[src/rtl/dch_pkg.sv]
package dch_pkg;
  localparam logic [1:0] DCH_IDLE_BITS = 2'b11;
  localparam int unsigned DCH_MAX_BITS = 2;
endpackage

[src/rtl/dch_frame_ctr.sv]
module dch_frame_ctr #(
  parameter int unsigned BYTE_W = 8
) (
  input  logic clk_i,
  input  logic rst_ni,
  input  logic en_i,
  input  logic stb_i,
  input  logic wide_i,
  output logic byte_done_o
);
  localparam int unsigned CNT_W = $clog2(BYTE_W);
  localparam logic [CNT_W-1:0] LAST_WIDE   = CNT_W'(BYTE_W / dch_pkg::DCH_MAX_BITS - 1);
  localparam logic [CNT_W-1:0] LAST_NARROW = CNT_W'(BYTE_W - 1);

  logic [CNT_W-1:0] cnt_q;
  logic [CNT_W-1:0] last;

  assign last        = wide_i ? LAST_WIDE : LAST_NARROW;
  assign byte_done_o = en_i && stb_i && (cnt_q == last);

  always_ff @(posedge clk_i or negedge rst_ni) begin
    if (!rst_ni)          cnt_q <= '0;
    else if (!en_i)       cnt_q <= '0;
    else if (byte_done_o) cnt_q <= '0;
    else if (stb_i)       cnt_q <= cnt_q + 1'b1;
  end
endmodule

[src/rtl/dch_rx_shift.sv]
module dch_rx_shift #(
  parameter int unsigned BYTE_W = 8
) (
  input  logic              clk_i,
  input  logic              rst_ni,
  input  logic              en_i,
  input  logic              stb_i,
  input  logic              wide_i,
  input  logic [1:0]        bits_i,
  output logic [BYTE_W-1:0] next_o
);
  logic [BYTE_W-1:0] sh_q;

  // new bits enter at the top so the first bit ends at position 0
  assign next_o = wide_i ? {bits_i[1], bits_i[0], sh_q[BYTE_W-1:2]}
                         : {bits_i[0], sh_q[BYTE_W-1:1]};

  always_ff @(posedge clk_i or negedge rst_ni) begin
    if (!rst_ni)    sh_q <= '0;
    else if (!en_i) sh_q <= '0;
    else if (stb_i) sh_q <= next_o;
  end
endmodule

[src/rtl/dch_tx_shift.sv]
module dch_tx_shift #(
  parameter int unsigned BYTE_W = 8
) (
  input  logic              clk_i,
  input  logic              rst_ni,
  input  logic              en_i,
  input  logic              stb_i,
  input  logic              wide_i,
  input  logic              load_i,
  input  logic [BYTE_W-1:0] load_data_i,
  output logic [1:0]        bits_o
);
  logic [BYTE_W-1:0] sh_q;

  always_ff @(posedge clk_i or negedge rst_ni) begin
    if (!rst_ni)             sh_q <= '1;
    else if (!en_i || load_i) sh_q <= load_data_i;
    else if (stb_i) begin
      if (wide_i) sh_q <= {2'b11, sh_q[BYTE_W-1:2]};
      else        sh_q <= {1'b1, sh_q[BYTE_W-1:1]};
    end
  end

  always_comb begin
    if (!en_i)       bits_o = dch_pkg::DCH_IDLE_BITS;
    else if (wide_i) bits_o = sh_q[1:0];
    else             bits_o = {1'b1, sh_q[0]};
  end
endmodule

[src/rtl/dch_host_if.sv]
module dch_host_if #(
  parameter int unsigned BYTE_W = 8
) (
  input  logic              clk_i,
  input  logic              rst_ni,
  input  logic              en_i,
  input  logic              byte_done_i,
  input  logic [BYTE_W-1:0] rx_byte_i,
  input  logic              rd_i,
  input  logic              wr_i,
  input  logic [BYTE_W-1:0] wdata_i,
  output logic [BYTE_W-1:0] rdata_o,
  output logic [BYTE_W-1:0] tx_byte_o,
  output logic              irq_o
);
  always_ff @(posedge clk_i or negedge rst_ni) begin
    if (!rst_ni) begin
      rdata_o   <= '0;
      tx_byte_o <= '1;
      irq_o     <= 1'b0;
    end else begin
      if (wr_i) tx_byte_o <= wdata_i;
      if (byte_done_i) rdata_o <= rx_byte_i;
      if (!en_i)            irq_o <= 1'b0;
      else if (byte_done_i) irq_o <= 1'b1;
      else if (rd_i || wr_i) irq_o <= 1'b0;
    end
  end
endmodule

[src/rtl/dch_accum.sv]
module dch_accum #(
  parameter int unsigned BYTE_W = 8
) (
  input  logic              clk_i,
  input  logic              rst_ni,
  input  logic              enable_i,
  input  logic              rate16_i,
  input  logic              bit_stb_i,
  input  logic [1:0]        rx_bits_i,
  output logic [1:0]        tx_bits_o,
  input  logic              host_rd_i,
  input  logic              host_wr_i,
  input  logic [BYTE_W-1:0] host_wdata_i,
  output logic [BYTE_W-1:0] host_rdata_o,
  output logic              irq_o
);
  logic              byte_done;
  logic [BYTE_W-1:0] rx_next;
  logic [BYTE_W-1:0] tx_byte;

  dch_frame_ctr #(.BYTE_W(BYTE_W)) u_ctr (
    .clk_i(clk_i), .rst_ni(rst_ni), .en_i(enable_i), .stb_i(bit_stb_i),
    .wide_i(rate16_i), .byte_done_o(byte_done)
  );

  dch_rx_shift #(.BYTE_W(BYTE_W)) u_rx (
    .clk_i(clk_i), .rst_ni(rst_ni), .en_i(enable_i), .stb_i(bit_stb_i),
    .wide_i(rate16_i), .bits_i(rx_bits_i), .next_o(rx_next)
  );

  dch_tx_shift #(.BYTE_W(BYTE_W)) u_tx (
    .clk_i(clk_i), .rst_ni(rst_ni), .en_i(enable_i), .stb_i(bit_stb_i),
    .wide_i(rate16_i), .load_i(byte_done), .load_data_i(tx_byte),
    .bits_o(tx_bits_o)
  );

  dch_host_if #(.BYTE_W(BYTE_W)) u_host (
    .clk_i(clk_i), .rst_ni(rst_ni), .en_i(enable_i), .byte_done_i(byte_done),
    .rx_byte_i(rx_next), .rd_i(host_rd_i), .wr_i(host_wr_i),
    .wdata_i(host_wdata_i), .rdata_o(host_rdata_o), .tx_byte_o(tx_byte),
    .irq_o(irq_o)
  );
endmodule

[config.mk]
export PLATFORM = sky130hd
export DESIGN_NAME = dch_accum
export DESIGN_NICKNAME = d
export VERILOG_FILES = /design/src/rtl/dch_pkg.sv /design/src/rtl/dch_frame_ctr.sv /design/src/rtl/dch_rx_shift.sv /design/src/rtl/dch_tx_shift.sv /design/src/rtl/dch_host_if.sv /design/src/rtl/dch_accum.sv
export SDC_FILE = /design/constraint.sdc
export NUM_CORES = 1
export LEC_CHECK = 0
export BUFFER_PORTS_ARGS = -buffer_cell sky130_fd_sc_hd__buf_2
export CORE_UTILIZATION = 45
export CTS_CLUSTER_DIAMETER = 100
export DETAILED_ROUTE_END_ITERATION = 10
export GPL_ROUTABILITY_DRIVEN = 0
export PLACE_DENSITY = 0.68
export SYNTH_ARGS = -nofsm -noshare
export SYNTH_HDL_FRONTEND = slang
export SYNTH_SLANG_ARGS = --single-unit
[constraint.sdc]
create_clock -name clk_i -period 2.72 [get_ports clk_i]
set_input_delay 0.272 -clock clk_i [delete_from_list [all_inputs] [get_ports clk_i]]
set_output_delay 0.272 -clock clk_i [all_outputs]
set_load 0.02 [all_outputs]
# After elaboration in Yosys (flattened, before gate mapping)
# Cells that the tools add are included.
[totals]
input_bits = 17
register_bits = 36
elab_cells = 32
[op_classes]
eq_ne = 4
add_sub_neg = 1
n_reduce_logical = 6
mux = 15
[op_table]
columns = ["cell", "n"]
rows = [
  ["$mux 8", 5],
  ["$mux 3", 4],
  ["$mux 7", 1],
  ["$ne 3x1->1 const B", 2],
  ["$mux 2", 2],
  ["$add 3x1->3 const B", 1],
  ["$eq 3x3->1", 1],
  ["$mux 1", 3],
  ["$logic_and 1x1->1", 2],
  ["$logic_or 1x1->1", 2],
  ["$ne 2x1->1 const B", 1],
  ["$reduce_bool 2->1", 1],
  ["$logic_not 1->1", 1],
]

# Longest topological paths before layout
# Gate-level depths: netlist of the first run.
[logic_depth]
word_depth = 5
mapped_depth = 6

# By module
# Synthesis of the first run repeated with hierarchy kept, for this count alone.
[hier_totals]
hier_cells = 129
area_unflattened_um2 = 1811.7
[modules_own_cells]
columns = ["mod", "cells_per_inst", "area_each_um2", "n_inst"]
rows = [
  ["dch_host_if", 37, 718.2, 1],
  ["dch_tx_shift", 46, 494.2, 1],
  ["dch_rx_shift", 31, 411.6, 1],
  ["dch_frame_ctr", 15, 187.7, 1],
]

# Worst setup path after synthesis of the first run
# OpenSTA, ideal clock, no wires.
[synth_timing]
path_kind = "flip-flop to flip-flop"
from = "register u_ctr.cnt_q[0]"
to = "register u_host.rdata_o[0]"
t_required_ns = 2.593
arrival_time_ns = 1.436
stages_incl_launch_ff = 7
setup_slack_ns = 1.157
n_path_buf = 2
setup_ns = 0.127
cell_sequence = "dfrtp_1 ha_1 buf_1 nand2_1 nor3b_2 buf_6 mux2_1"
[synth_via]
elab_chain_cells = 2
[synth_lines]
columns = ["element", "line", "source"]
rows = [
  ["from (decl)", "dch_frame_ctr.sv:15", "logic [CNT_W-1:0] cnt_q;"],
  ["from (signal assigned)", "dch_frame_ctr.sv:25", "else if (stb_i) cnt_q <= cnt_q + 1'b1;"],
  ["$eq 3x3->1", "dch_frame_ctr.sv:19", "assign byte_done_o = en_i && stb_i && (cnt_q == last);"],
  ["$logic_and 1x1->1", "dch_frame_ctr.sv:19", ""],
  ["to (signal assigned)", "dch_host_if.sv:23", "if (byte_done_i) rdata_o <= rx_byte_i;"],
  ["to (decl)", "dch_host_if.sv:12", "output logic [BYTE_W-1:0] rdata_o,"],
]
# Every way passes these cells.
# A chain may end at the register's enable or synchronous reset.

# Final worst setup path of the first run
[layout_timing]
from = "register u_ctr.cnt_q[0]"
to = "register u_host.rdata_o[7]"
# The elaborated chain is that of the path after synthesis.

==> load_flow_metrics.sql, run 1 <==
INSERT INTO impl_metrics (metric_group, metric, value, unit) VALUES
('status', 'status', 'finished clean', ''),
('worst_setup_path', 'worstSetupPathType', 'reg -> reg', ''),
('sta', 'maxSlewHeadroom', '49.8', '%'),
('clocking', 'postCtsSetupRepairBufs', '0', ''),
('synth', 'yosys-mux-area-fraction', '19.7', '%'),
('job', 'maximum_capacitance_violations', '0', ''),
('route', 'first_pass_iters', '4', ''),
('final_layout', 'insertedDiodeCount', '0', ''),
('worst_setup_path', 'critPathArrivalTime', '2.10', 'ns'),
('global_routing', 'grt_overflow', '0', ''),
('floorplan', 'design.portCount', '28', ''),
('synth', 'synth-compound-area-share', '10.3', '%'),
('synth', 'synth_seq_area_share', '51.4', '%'),
('route', 'wl_per_cell', '15.0', 'um'),
('synth', 'adder_cell_area_share_of_the_yosys_netlist', '0.717', '%'),
('final_layout', 'filler_cell_count_in_the_final_layout', '350', ''),
('synth', 'per_instance_average_area_after_synthesis', '11.7', 'sq um'),
('sta', 'postLayoutSetupSlackWorst', '0.786', 'ns'),
('sta', 'tightestPinTransition', '0.753', 'ns'),
('global_routing', 'grt_use_total', '18.3', '%'),
('route', 'postRouteAntennaNets', '0', ''),
('clocking', 'cts.clk_slew.worst_paths', '0.07', 'ns'),
('route', 'detail_route.vias_per_cell', '5.55', ''),
('synth', 'yosys_warnings', '0', ''),
('floorplan', 'core_area', '0.00369', 'sq mm'),
('synth', 'postSynth.asyncResetShare', '100', '%'),
('floorplan', 'die_width', '64.3', 'um'),
('placement', 'portBuffers', '27', ''),
('synth', 'postSynthRegisterBits', '35', ''),
('synth', 'post-synth-top-area-cell', 'sky130_fd_sc_hd__dfrtp_1', ''),
('synth', 'netlist_area', '0.00174', 'sq mm'),
('worst_setup_path', 'path_max_fanout', '18', ''),
('placement', 'place.detailed.hpwl', '2.32', 'mm'),
('synth', 'synth.area.top_cells', 'sky130_fd_sc_hd__dfrtp_1 (27%), sky130_fd_sc_hd__dfstp_2 (24%), sky130_fd_sc_hd__mux2_2 (10%)', ''),
('worst_setup_path', 'cp.required', '2.88', 'ns'),
('clocking', 'clock_latency', '0.28', 'ns'),
('clocking', 'cts_hold_buf', '0', ''),
('final_layout', 'mostFrequentLayoutCell', 'sky130_fd_sc_hd__buf_2', ''),
('final_layout', 'layout.cells.most_common_list', 'sky130_fd_sc_hd__buf_2 (27), sky130_fd_sc_hd__dfrtp_1 (19), sky130_fd_sc_hd__mux2_2 (16), sky130_fd_sc_hd__dfstp_2 (16), sky130_fd_sc_hd__mux2i_1 (14)', ''),
('worst_setup_path', 'endpoint_kind_of_the_worst_setup_timing_path', 'flop', ''),
('final_layout', 'final_layout_size_suffix_gt1_share', '39.7', '%'),
('power_and_ir_drop', 'power_report.internal_total', '855', 'uW'),
('final_layout', 'nets', '191', ''),
('worst_setup_path', 'cp-startpoint', 'u_ctr.cnt_q[0]', ''),
('route', 'final_wirelength', '3.32', 'mm'),
('sta', 'final_period_minus_worst_setup_slack', '1.93', 'ns'),
('floorplan', 'floorplan.die_area', '0.00413', 'sq mm'),
('synth', 'synth.top_cell.area_share', '27.3', '%'),
('worst_setup_path', 'worst_r2r_startpoint', 'u_ctr.cnt_q[0]', ''),
('synth', 'synth_enable_flop_cells', '0', ''),
('clocking', 'tritoncts_clock_tree', 'built', ''),
('power_and_ir_drop', 'power.net_switching', '309', 'uW'),
('route', 'via_count', '1231', ''),
('clocking', 'number_of_buffers_on_the_longest_clock_path', '2', ''),
('floorplan', 'initial_utilization', '47.3', '%'),
('clocking', 'clock_sinks', '35', ''),
('synth', 'synth-xor-area-share', '0.933', '%'),
('route', 'highest_layer', 'met4', ''),
('synth', 'syn-instance-count', '149', ''),
('route', 'drtIter0Drc', '58', ''),
('sta', 'final_max_slew_viol_count', '0', ''),
('power_and_ir_drop', 'p_clk_share', '30.2', '%'),
('sta', 'clock-skew-final', '0.00657', 'ns'),
('floorplan', 'row_count', '22', ''),
('sta', 'rsz0062_at_grt', 'false', ''),
('synth', 'post_synth_and_or_nand_nor_area_fraction', '11.6', '%'),
('power_and_ir_drop', 'p_leak', '0.886', 'nW'),
('sta', 'setup_total_negative_slack', '0', 'ns'),
('sta', 'final-hold-violation-count', '0', ''),
('clocking', 'ctsHtreeMaxLevel', '2', ''),
('route', 'drc_errors', '0', '');
-- per-stage QoR --
stage	cells	hold WS (ns)	util, %	cell area (sq um)
detailed placement	214	0.387	51.3	1890
floorplan	149	-0.0236	-	1740
global placement	214	0.370	51.3	1890
finish	222	0.0532	53.5	1970
global route	222	0.108	53.5	1970
CTS	222	0.0750	53.5	1970
-- cells by family after synthesis --
kind of cell | after synthesis
flip-flops | 35
AND/OR/NAND/NOR | 35
buffers and inverters | 20
multiplexers | 32
XOR/XNOR | 1
AO/OA/AOI/OAI | 25
adder cells (fa/ha/maj) | 1
-- power groups by stage --
stage	sequential, mW	combinational [mW]	clock [mW]
6_report	0.627	0.185	0.352
2_1_floorplan	0.642	0.115	0
3_3_place_gp	0.631	0.181	0
5_1_grt	0.635	0.204	0.388
4_1_cts	0.627	0.188	0.366
3_5_place_dp	0.635	0.187	0
-- final cells by class --
cell class	count	area, sq um	share of cell area (%)
clock inverters	1	5.00	0.254
well taps	48	60.1	3.05
inverters	8	30.0	1.52
flip-flops and latches	35	896	45.4
repair buffers	29	150	7.61
clock buffers	7	76.3	3.87
multi-input cells	94	754	38.3
-- cell usage after synthesis (2+ instances only) --
| master | count |
|---|---|
| sky130_fd_sc_hd__buf_6 | 2 |
| sky130_fd_sc_hd__dfrtp_1 | 19 |
| sky130_fd_sc_hd__nor3_1 | 8 |
| sky130_fd_sc_hd__a211oi_1 | 12 |
| sky130_fd_sc_hd__mux2_1 | 2 |
| sky130_fd_sc_hd__clkbuf_1 | 6 |
| sky130_fd_sc_hd__inv_1 | 8 |
| sky130_fd_sc_hd__nand2b_1 | 2 |
| sky130_fd_sc_hd__o22ai_1 | 7 |
| sky130_fd_sc_hd__buf_2 | 3 |
| sky130_fd_sc_hd__dfstp_2 | 16 |
| sky130_fd_sc_hd__mux2i_1 | 14 |
| sky130_fd_sc_hd__mux2_2 | 16 |
| sky130_fd_sc_hd__and4b_1 | 7 |
| sky130_fd_sc_hd__nand2_1 | 3 |
| sky130_fd_sc_hd__nor2_1 | 13 |
-- worst max-delay path, cell delays in order, from the launching register on --
cell	delay [ns]
sky130_fd_sc_hd__dfrtp_1	0.38
sky130_fd_sc_hd__ha_1	0.53
sky130_fd_sc_hd__nand2_1	0.18
sky130_fd_sc_hd__nor3b_2	0.18
sky130_fd_sc_hd__buf_4	0.21
sky130_fd_sc_hd__mux2_1	0.33
-- registers in the layout, summed over array words and instances, names as in the netlist --
signal / flops
u_tx.sh_q: 8
u_rx.sh_q: 7
u_host.rdata_o: 8
u_host.irq_o: 1
u_host.tx_byte_o: 8
u_ctr.cnt_q: 3
-- metal layers --
layer | GRT usage (%) | up-vias
met3 | 5.18 | 4
met4 | 7.50 | 0
met2 | 29.1 | 24
met5 | 0 | -
met1 | 23.2 | 610
li1 | - | 593
-- worst paths after layout --
kind	slack (ns)	end	cells past startpoint
min in group clk_i	0.22	u_host.tx_byte_o[2]	2
setup reg to reg	0.79	u_host.rdata_o[7]	5
hold / removal	0.05	u_host.rdata_o[0]	1
max in group asynchronous	2.18	u_host.rdata_o[6]	1
setup / recovery	0.79	u_host.rdata_o[7]	5
hold reg to reg	0.49	u_host.rdata_o[0]	1
No activity file was read; power rests on OpenSTA's default activity.
==> run 2: changes to the inputs <==
Settings changed: PLACE_DENSITY 0.68 to 0.7.
Clock period 2.72 ns to 1.6 ns, I/O delays scaled along.
==> run 2 against run 1 <==
  * Power grew 90%
  * Highest routed layer unchanged
  * Die area is the same
  * Via count grew 2.8%
  * Sequential cell count is the same
  * Critical path depth shrank 1
  * Register-to-register slack lost 0.62 ns
  * Clock skew shrank 0.00052 ns
==> load_flow_metrics.sql, run 2 (synthesis results as in run 1) <==
INSERT INTO impl_metrics (metric_group, metric, value, unit) VALUES
('clocking', 'cts_buffers', '5', ''),
('power_and_ir_drop', 'peakVddDrop', '699', 'uV'),
('clocking', 'number_of_buffers_on_the_longest_clock_path', '2', ''),
('placement', 'place.detailed.hpwl', '2.45', 'mm'),
('global_routing', 'grt_use_total', '19.1', '%'),
('sta', 'setup_viol_count_final', '0', ''),
('worst_setup_path', 'critical_path.top_delay_family', 'compound AO/OA/AOI/OAI gates', ''),
('power_and_ir_drop', 'finalPower', '2.21', 'mW'),
('clocking', 'clock-root-buffer', 'sky130_fd_sc_hd__clkbuf_8', ''),
('route', 'drc_errors', '0', ''),
('power_and_ir_drop', 'p_leak', '0.940', 'nW'),
('worst_setup_path', 'critPathBufInv', '1', ''),
('final_layout', 'syn_to_final_growth', '18.4', '%'),
('floorplan', 'initial_utilization', '47.3', '%'),
('worst_setup_path', 'worst_setup_path_start_kind', 'flop', ''),
('clocking', 'ctsHtreeMaxLevel', '2', ''),
('floorplan', 'design.portCount', '28', ''),
('global_routing', 'global_route_wire_length_before_repair', '6.02', 'mm'),
('floorplan', 'row_count', '22', ''),
('global_routing', 'grt_overflow', '0', ''),
('clocking', 'clock_latency', '0.28', 'ns'),
('global_routing', 'antenna_found_initial', '0', ''),
('sta', 'setup_total_negative_slack', '0', 'ns'),
('worst_setup_path', 'worstSetupPathType', 'reg -> reg', ''),
('route', 'drtIter0Drc', '72', ''),
('sta', 'maxSlewHeadroom', '48.5', '%'),
('floorplan', 'core_area', '0.00369', 'sq mm'),
('final_layout', 'layout_top_registers', 'u_host.rdata_o x8, u_host.tx_byte_o x8, u_tx.sh_q x8', ''),
('worst_setup_path', 'cp.required', '1.79', 'ns'),
('floorplan', 'die_h', '64.3', 'um'),
('sta', 'final-hold-violation-count', '0', ''),
('worst_setup_path', 'critPathArrivalTime', '1.62', 'ns'),
('clocking', 'tritoncts_clock_tree', 'built', ''),
('power_and_ir_drop', 'pwr_density_cell', '1070', 'mW/mm^2'),
('worst_setup_path', 'slowest_stage', 'sky130_fd_sc_hd__a2111oi_1', ''),
('sta', 'final.period_utilization', '89.4', '%'),
('global_routing', 'first_global_vias', '1270', ''),
('clocking', 'clock_sinks', '35', ''),
('route', 'first_pass_iters', '4', ''),
('clocking', 'postCtsSetupRepairBufs', '0', ''),
('worst_setup_path', 'critPathMaxStageDelay', '0.41', 'ns'),
('final_layout', 'final_layout_size_suffix_gt1_share', '42.5', '%'),
('sta', 'max_freq', '699', 'MHz'),
('final_layout', 'layout.cells.most_common_list', 'sky130_fd_sc_hd__buf_2 (27), sky130_fd_sc_hd__dfrtp_1 (19), sky130_fd_sc_hd__mux2_2 (16), sky130_fd_sc_hd__dfstp_2 (16), sky130_fd_sc_hd__mux2i_1 (14)', ''),
('status', 'status', 'finished clean', ''),
('route', 'via_count', '1265', ''),
('route', 'wl_per_cell', '15.4', 'um'),
('sta', 'clock-skew-final', '0.00605', 'ns'),
('worst_hold_path', 'hold_path_class', 'in -> reg', ''),
('job', 'maximum_capacitance_violations', '0', ''),
('final_layout', 'insertedDiodeCount', '0', ''),
('sta', 'final_max_slew_viol_count', '0', ''),
('final_layout', 'nets', '198', ''),
('placement', 'portBuffers', '27', ''),
('sta', 'tightestPinTransition', '0.772', 'ns'),
('clocking', 'cts.clk_slew.worst_paths', '0.07', 'ns'),
('route', 'postRouteAntennaNets', '0', ''),
('floorplan', 'floorplan.die_area', '0.00413', 'sq mm'),
('final_layout', 'mostFrequentLayoutCell', 'sky130_fd_sc_hd__buf_2', ''),
('floorplan', 'die_width', '64.3', 'um'),
('worst_setup_path', 'endpoint_kind_of_the_worst_setup_timing_path', 'flop', ''),
('worst_setup_path', 'crit_path_cell_trace', 'ha_1, buf_4, a2111oi_1, nor3_1', ''),
('sta', 'final_period_minus_worst_setup_slack', '1.43', 'ns'),
('final_layout', 'filler_cell_count_in_the_final_layout', '326', ''),
('route', 'detail_route.vias_per_cell', '5.52', ''),
('worst_setup_path', 'path_max_fanout', '17', ''),
('sta', 'postLayoutSetupSlackWorst', '0.170', 'ns'),
('route', 'final_wirelength', '3.52', 'mm'),
('placement', 'place_worst_setup_slack', '0.177', 'ns'),
('sta', 'rsz0062_at_grt', 'false', ''),
('global_routing', 'grt_max_degree', '36', '');
run 2: cell types whose count changed in the layout (fill, tap and decap cells not counted):
cell                            before  now
sky130_fd_sc_hd__buf_4               2    8
sky130_fd_sc_hd__clkbuf_8            5    6
sky130_fd_sc_hd__bufinv_16           0    1
sky130_fd_sc_hd__clkbuf_1            2    0
sky130_fd_sc_hd__dlygate4sd3_1       0    1
sky130_fd_sc_hd__a2111oi_1           0    1
sky130_fd_sc_hd__a2111oi_0           1    0
run 2: stage by stage:
stage	hold WS, ns	util (%)	std cells	instance area (sq um)
floorplan	-0.136	-	149	1740
global placement	0.269	52.5	220	1940
detailed placement	0.275	52.5	220	1940
CTS	0.109	55.9	229	2060
global route	0.108	56.0	229	2060
finish	0.113	56.0	229	2060
run 2: worst paths after layout:
kind | from | endpoint | slack [ns] | cells after the start
setup reg to reg | u_ctr.cnt_q[0] | u_tx.sh_q[6] | 0.17 | 4
hold / removal | host_wdata_i[2] | u_host.tx_byte_o[2] | 0.11 | 2
hold reg to reg | u_host.rdata_o[7] | u_host.rdata_o[7] | 0.50 | 1
max in group asynchronous | rst_ni | u_rx.sh_q[7] | 0.62 | 2
min in group asynchronous | rst_ni | u_host.rdata_o[2] | 0.49 | 2
setup / recovery | u_ctr.cnt_q[0] | u_tx.sh_q[6] | 0.17 | 4
run 2: power breakdown:
part / switching [mW] / total, mW / internal (mW)
combinational: 0.179 / 0.328 / 0.149
sequential: 0.0592 / 1.07 / 1.01
clock: 0.309 / 0.813 / 0.504
run 2: final cells by class:
class / count / area, sq um / share of cell area (%)
multi-input cells: 94 / 756 / 36.6
flip-flops and latches: 35 / 896 / 43.4
inverters: 8 / 30.0 / 1.45
repair buffers: 36 / 205 / 9.94
clock inverters: 2 / 35.0 / 1.70
well taps: 48 / 60.1 / 2.91
clock buffers: 6 / 82.6 / 4.00
run 2: what timing repair did:
action / 4_1_cts / 5_1_grt
hold endpoints to repair: 19 / 0
setup endpoints to repair: 0 / 1
resized for setup: 0 / 1
hold buffers: 1 / 0
run 2: layer usage:
| layer | global-route usage [%] | up-vias | wire, um |
|---|---|---|---|
| li1 | - | 601 | - |
| met1 | 26.2 | 623 | 1710 |
| met2 | 28.6 | 37 | 1610 |
| met3 | 6.25 | 4 | 159 |
| met4 | 6.11 | 0 | 32 |
| met5 | 0 | - | 0 |
==> run 3: changes to the inputs <==
Settings changed: MAX_ROUTING_LAYER set to met4, SETUP_SLACK_MARGIN set to 0.3.
==> run 3 against run 2 <==
  * Clock power decreased by 25%
  * Cell count increased by 2.2%
  * Largest power group unchanged
  * Worst hold slack worse by 0.010 ns
  * Setup slack better by 0.041 ns
  * Highest routed layer unchanged
  * First-iteration DRC count is 21% lower
  * Critical path type unchanged
  * Maximum frequency increased by 3.0%
  * Routed wire length up 5.5%
==> load_flow_metrics.sql, run 3 (synthesis results as in run 1) <==
INSERT INTO impl_metrics (metric_group, metric, value, unit) VALUES
('clocking', 'ctsHtreeMaxLevel', '2', ''),
('floorplan', 'die_h', '64.3', 'um'),
('sta', 'final_max_slew_viol_count', '0', ''),
('final_layout', 'mostFrequentLayoutCell', 'sky130_fd_sc_hd__buf_2', ''),
('clocking', 'tritoncts_clock_tree', 'built', ''),
('floorplan', 'floorplan.die_area', '0.00413', 'sq mm'),
('sta', 'final_period_minus_worst_setup_slack', '1.39', 'ns'),
('sta', 'clock-skew-final', '0.00367', 'ns'),
('worst_hold_path', 'hold_path_class', 'in -> reg', ''),
('power_and_ir_drop', 'peakVddDrop', '655', 'uV'),
('floorplan', 'initial_utilization', '47.3', '%'),
('placement', 'placed_area', '0.00195', 'sq mm'),
('sta', 'rsz0062_at_grt', 'true', ''),
('worst_setup_path', 'critPathArrivalTime', '1.56', 'ns'),
('sta', 'final.period_utilization', '86.8', '%'),
('floorplan', 'row_count', '22', ''),
('route', 'drtIter0Drc', '57', ''),
('route', 'drc_errors', '0', ''),
('global_routing', 'grt_overflow', '0', ''),
('clocking', 'number_of_buffers_on_the_longest_clock_path', '2', ''),
('placement', 'place_worst_setup_slack', '0.140', 'ns'),
('placement', 'place.detailed.hpwl', '2.40', 'mm'),
('worst_setup_path', 'worstSetupPathType', 'reg -> reg', ''),
('clocking', 'cts_buffers', '5', ''),
('sta', 'tightestPinTransition', '0.776', 'ns'),
('sta', 'final-hold-violation-count', '0', ''),
('sta', 'max_freq', '720', 'MHz'),
('global_routing', 'grt_use_total', '20.4', '%'),
('final_layout', 'nets', '203', ''),
('job', 'maximum_capacitance_violations', '0', ''),
('status', 'status', 'finished clean', ''),
('final_layout', 'layout.cells.most_common_list', 'sky130_fd_sc_hd__buf_2 (27), sky130_fd_sc_hd__dfrtp_1 (19), sky130_fd_sc_hd__mux2_2 (16), sky130_fd_sc_hd__dfstp_2 (16), sky130_fd_sc_hd__mux2i_1 (14)', ''),
('route', 'via_count', '1282', ''),
('power_and_ir_drop', 'p_leak', '0.974', 'nW'),
('clocking', 'clock_sinks', '35', ''),
('final_layout', 'layout.cell_area.non_filler', '0.00218', 'sq mm'),
('route', 'final_wirelength', '3.71', 'mm'),
('floorplan', 'core_area', '0.00369', 'sq mm'),
('route', 'wl_per_cell', '15.9', 'um'),
('floorplan', 'die_width', '64.3', 'um'),
('final_layout', 'final_cell_count_no_fill', '234', ''),
('clocking', 'clock_latency', '0.29', 'ns'),
('power_and_ir_drop', 'finalPower', '2.03', 'mW'),
('sta', 'maxSlewHeadroom', '48.2', '%'),
('floorplan', 'design.portCount', '28', ''),
('worst_setup_path', 'path_max_fanout', '5', ''),
('final_layout', 'filler_cell_count_in_the_final_layout', '304', ''),
('final_layout', 'layout_top_registers', 'u_host.rdata_o x8, u_host.tx_byte_o x8, u_tx.sh_q x8', ''),
('final_layout', 'finish.utilization', '59.1', '%'),
('power_and_ir_drop', 'pwr_density_cell', '931', 'mW/mm^2'),
('final_layout', 'insertedDiodeCount', '0', ''),
('global_routing', 'first_global_vias', '1327', ''),
('worst_setup_path', 'endpoint_kind_of_the_worst_setup_timing_path', 'flop', ''),
('global_routing', 'grt_max_degree', '36', ''),
('global_routing', 'global_route_wire_length_before_repair', '6.09', 'mm'),
('final_layout', 'syn_to_final_growth', '25.0', '%'),
('placement', 'portBuffers', '27', ''),
('global_routing', 'antenna_found_initial', '0', ''),
('route', 'first_pass_iters', '4', ''),
('route', 'postRouteAntennaNets', '0', ''),
('sta', 'hold_slack', '0.103', 'ns'),
('worst_setup_path', 'worst_setup_path_start_kind', 'flop', ''),
('clocking', 'cts.clk_slew.worst_paths', '0.07', 'ns'),
('placement', 'placedCellCount', '218', ''),
('sta', 'setup_total_negative_slack', '0', 'ns'),
('route', 'detail_route.vias_per_cell', '5.48', ''),
('worst_setup_path', 'cp.required', '1.77', 'ns'),
('sta', 'setup_viol_count_final', '0', ''),
('clocking', 'clock-root-buffer', 'sky130_fd_sc_hd__clkbuf_8', ''),
('sta', 'postLayoutSetupSlackWorst', '0.211', 'ns'),
('final_layout', 'final_layout_size_suffix_gt1_share', '49.5', '%');
==> run 3: changes by cell type in the layout (fill, tap and decap cells not counted), moves of 2 or more <==
cell / change
sky130_fd_sc_hd__a211oi_1: -3
sky130_fd_sc_hd__nor3_2: +4
sky130_fd_sc_hd__buf_12: +2
sky130_fd_sc_hd__mux2_1: -2
sky130_fd_sc_hd__mux2_4: +2
sky130_fd_sc_hd__a211oi_2: +3
sky130_fd_sc_hd__buf_4: +2
sky130_fd_sc_hd__nor3_1: -4
sky130_fd_sc_hd__clkbuf_1: +2
==> run 3: layout make-up <==
class                           instances  area [sq um]  share of cell area [%]
Timing Repair Buffer                   41           272                    12.4
Sequential cell                        35           896                    41.1
Clock inverter                          1          5.00                   0.229
Tap cell                               48          60.1                    2.75
Multi-Input combinational cell         94           842                    38.6
Clock buffer                            7          76.3                    3.50
Inverter                                8          30.0                    1.38
==> run 3: worst paths after layout <==
| check | slack (ns) | start | end | cells after the start |
|---|---|---|---|---|
| max in group asynchronous | 0.62 | rst_ni | u_rx.sh_q[5] | 2 |
| setup / recovery | 0.21 | u_ctr.cnt_q[1] | u_host.rdata_o[7] | 5 |
| min in group asynchronous | 0.49 | rst_ni | u_host.rdata_o[2] | 2 |
| hold / removal | 0.10 | host_wdata_i[3] | u_host.tx_byte_o[3] | 2 |
| hold reg to reg | 0.52 | u_host.irq_o | u_host.irq_o | 2 |
| setup reg to reg | 0.21 | u_ctr.cnt_q[1] | u_host.rdata_o[7] | 5 |
==> run 3: repair_timing <==
item                                   CTS  global route
pin swaps                                2             2
setup buffers                            6             1
endpoints found under the hold margin   19             0
hold buffers                             1             0
setup endpoints to repair               11            15
gates resized for setup                  4             9
==> run 3: metal layers <==
metal  track usage, %  wire length [um]  vias to the layer above  share of wire [%]
met2             30.5              1790                       34                 48
met5                -                 0                        -                  0
li1                 -                 -                      613                  -
met3             6.07               165                        5                4.4
met1             25.4              1710                      630                 46
met4             9.44                51                        0                1.4
==> run 3: report_power, final <==
group | switching, mW | total (mW) | internal [mW]
sequential | 0.0600 | 1.07 | 1.01
clock | 0.303 | 0.608 | 0.305
combinational | 0.193 | 0.356 | 0.162
==> run 3: worst max-delay path, cell delays in order (launching register included) <==
cell and delay [ns]:
sky130_fd_sc_hd__dfrtp_1 0.40, sky130_fd_sc_hd__ha_4 0.16, sky130_fd_sc_hd__nand2_4 0.05, sky130_fd_sc_hd__nor3b_4 0.23, sky130_fd_sc_hd__buf_12 0.15, sky130_fd_sc_hd__mux2_4 0.29
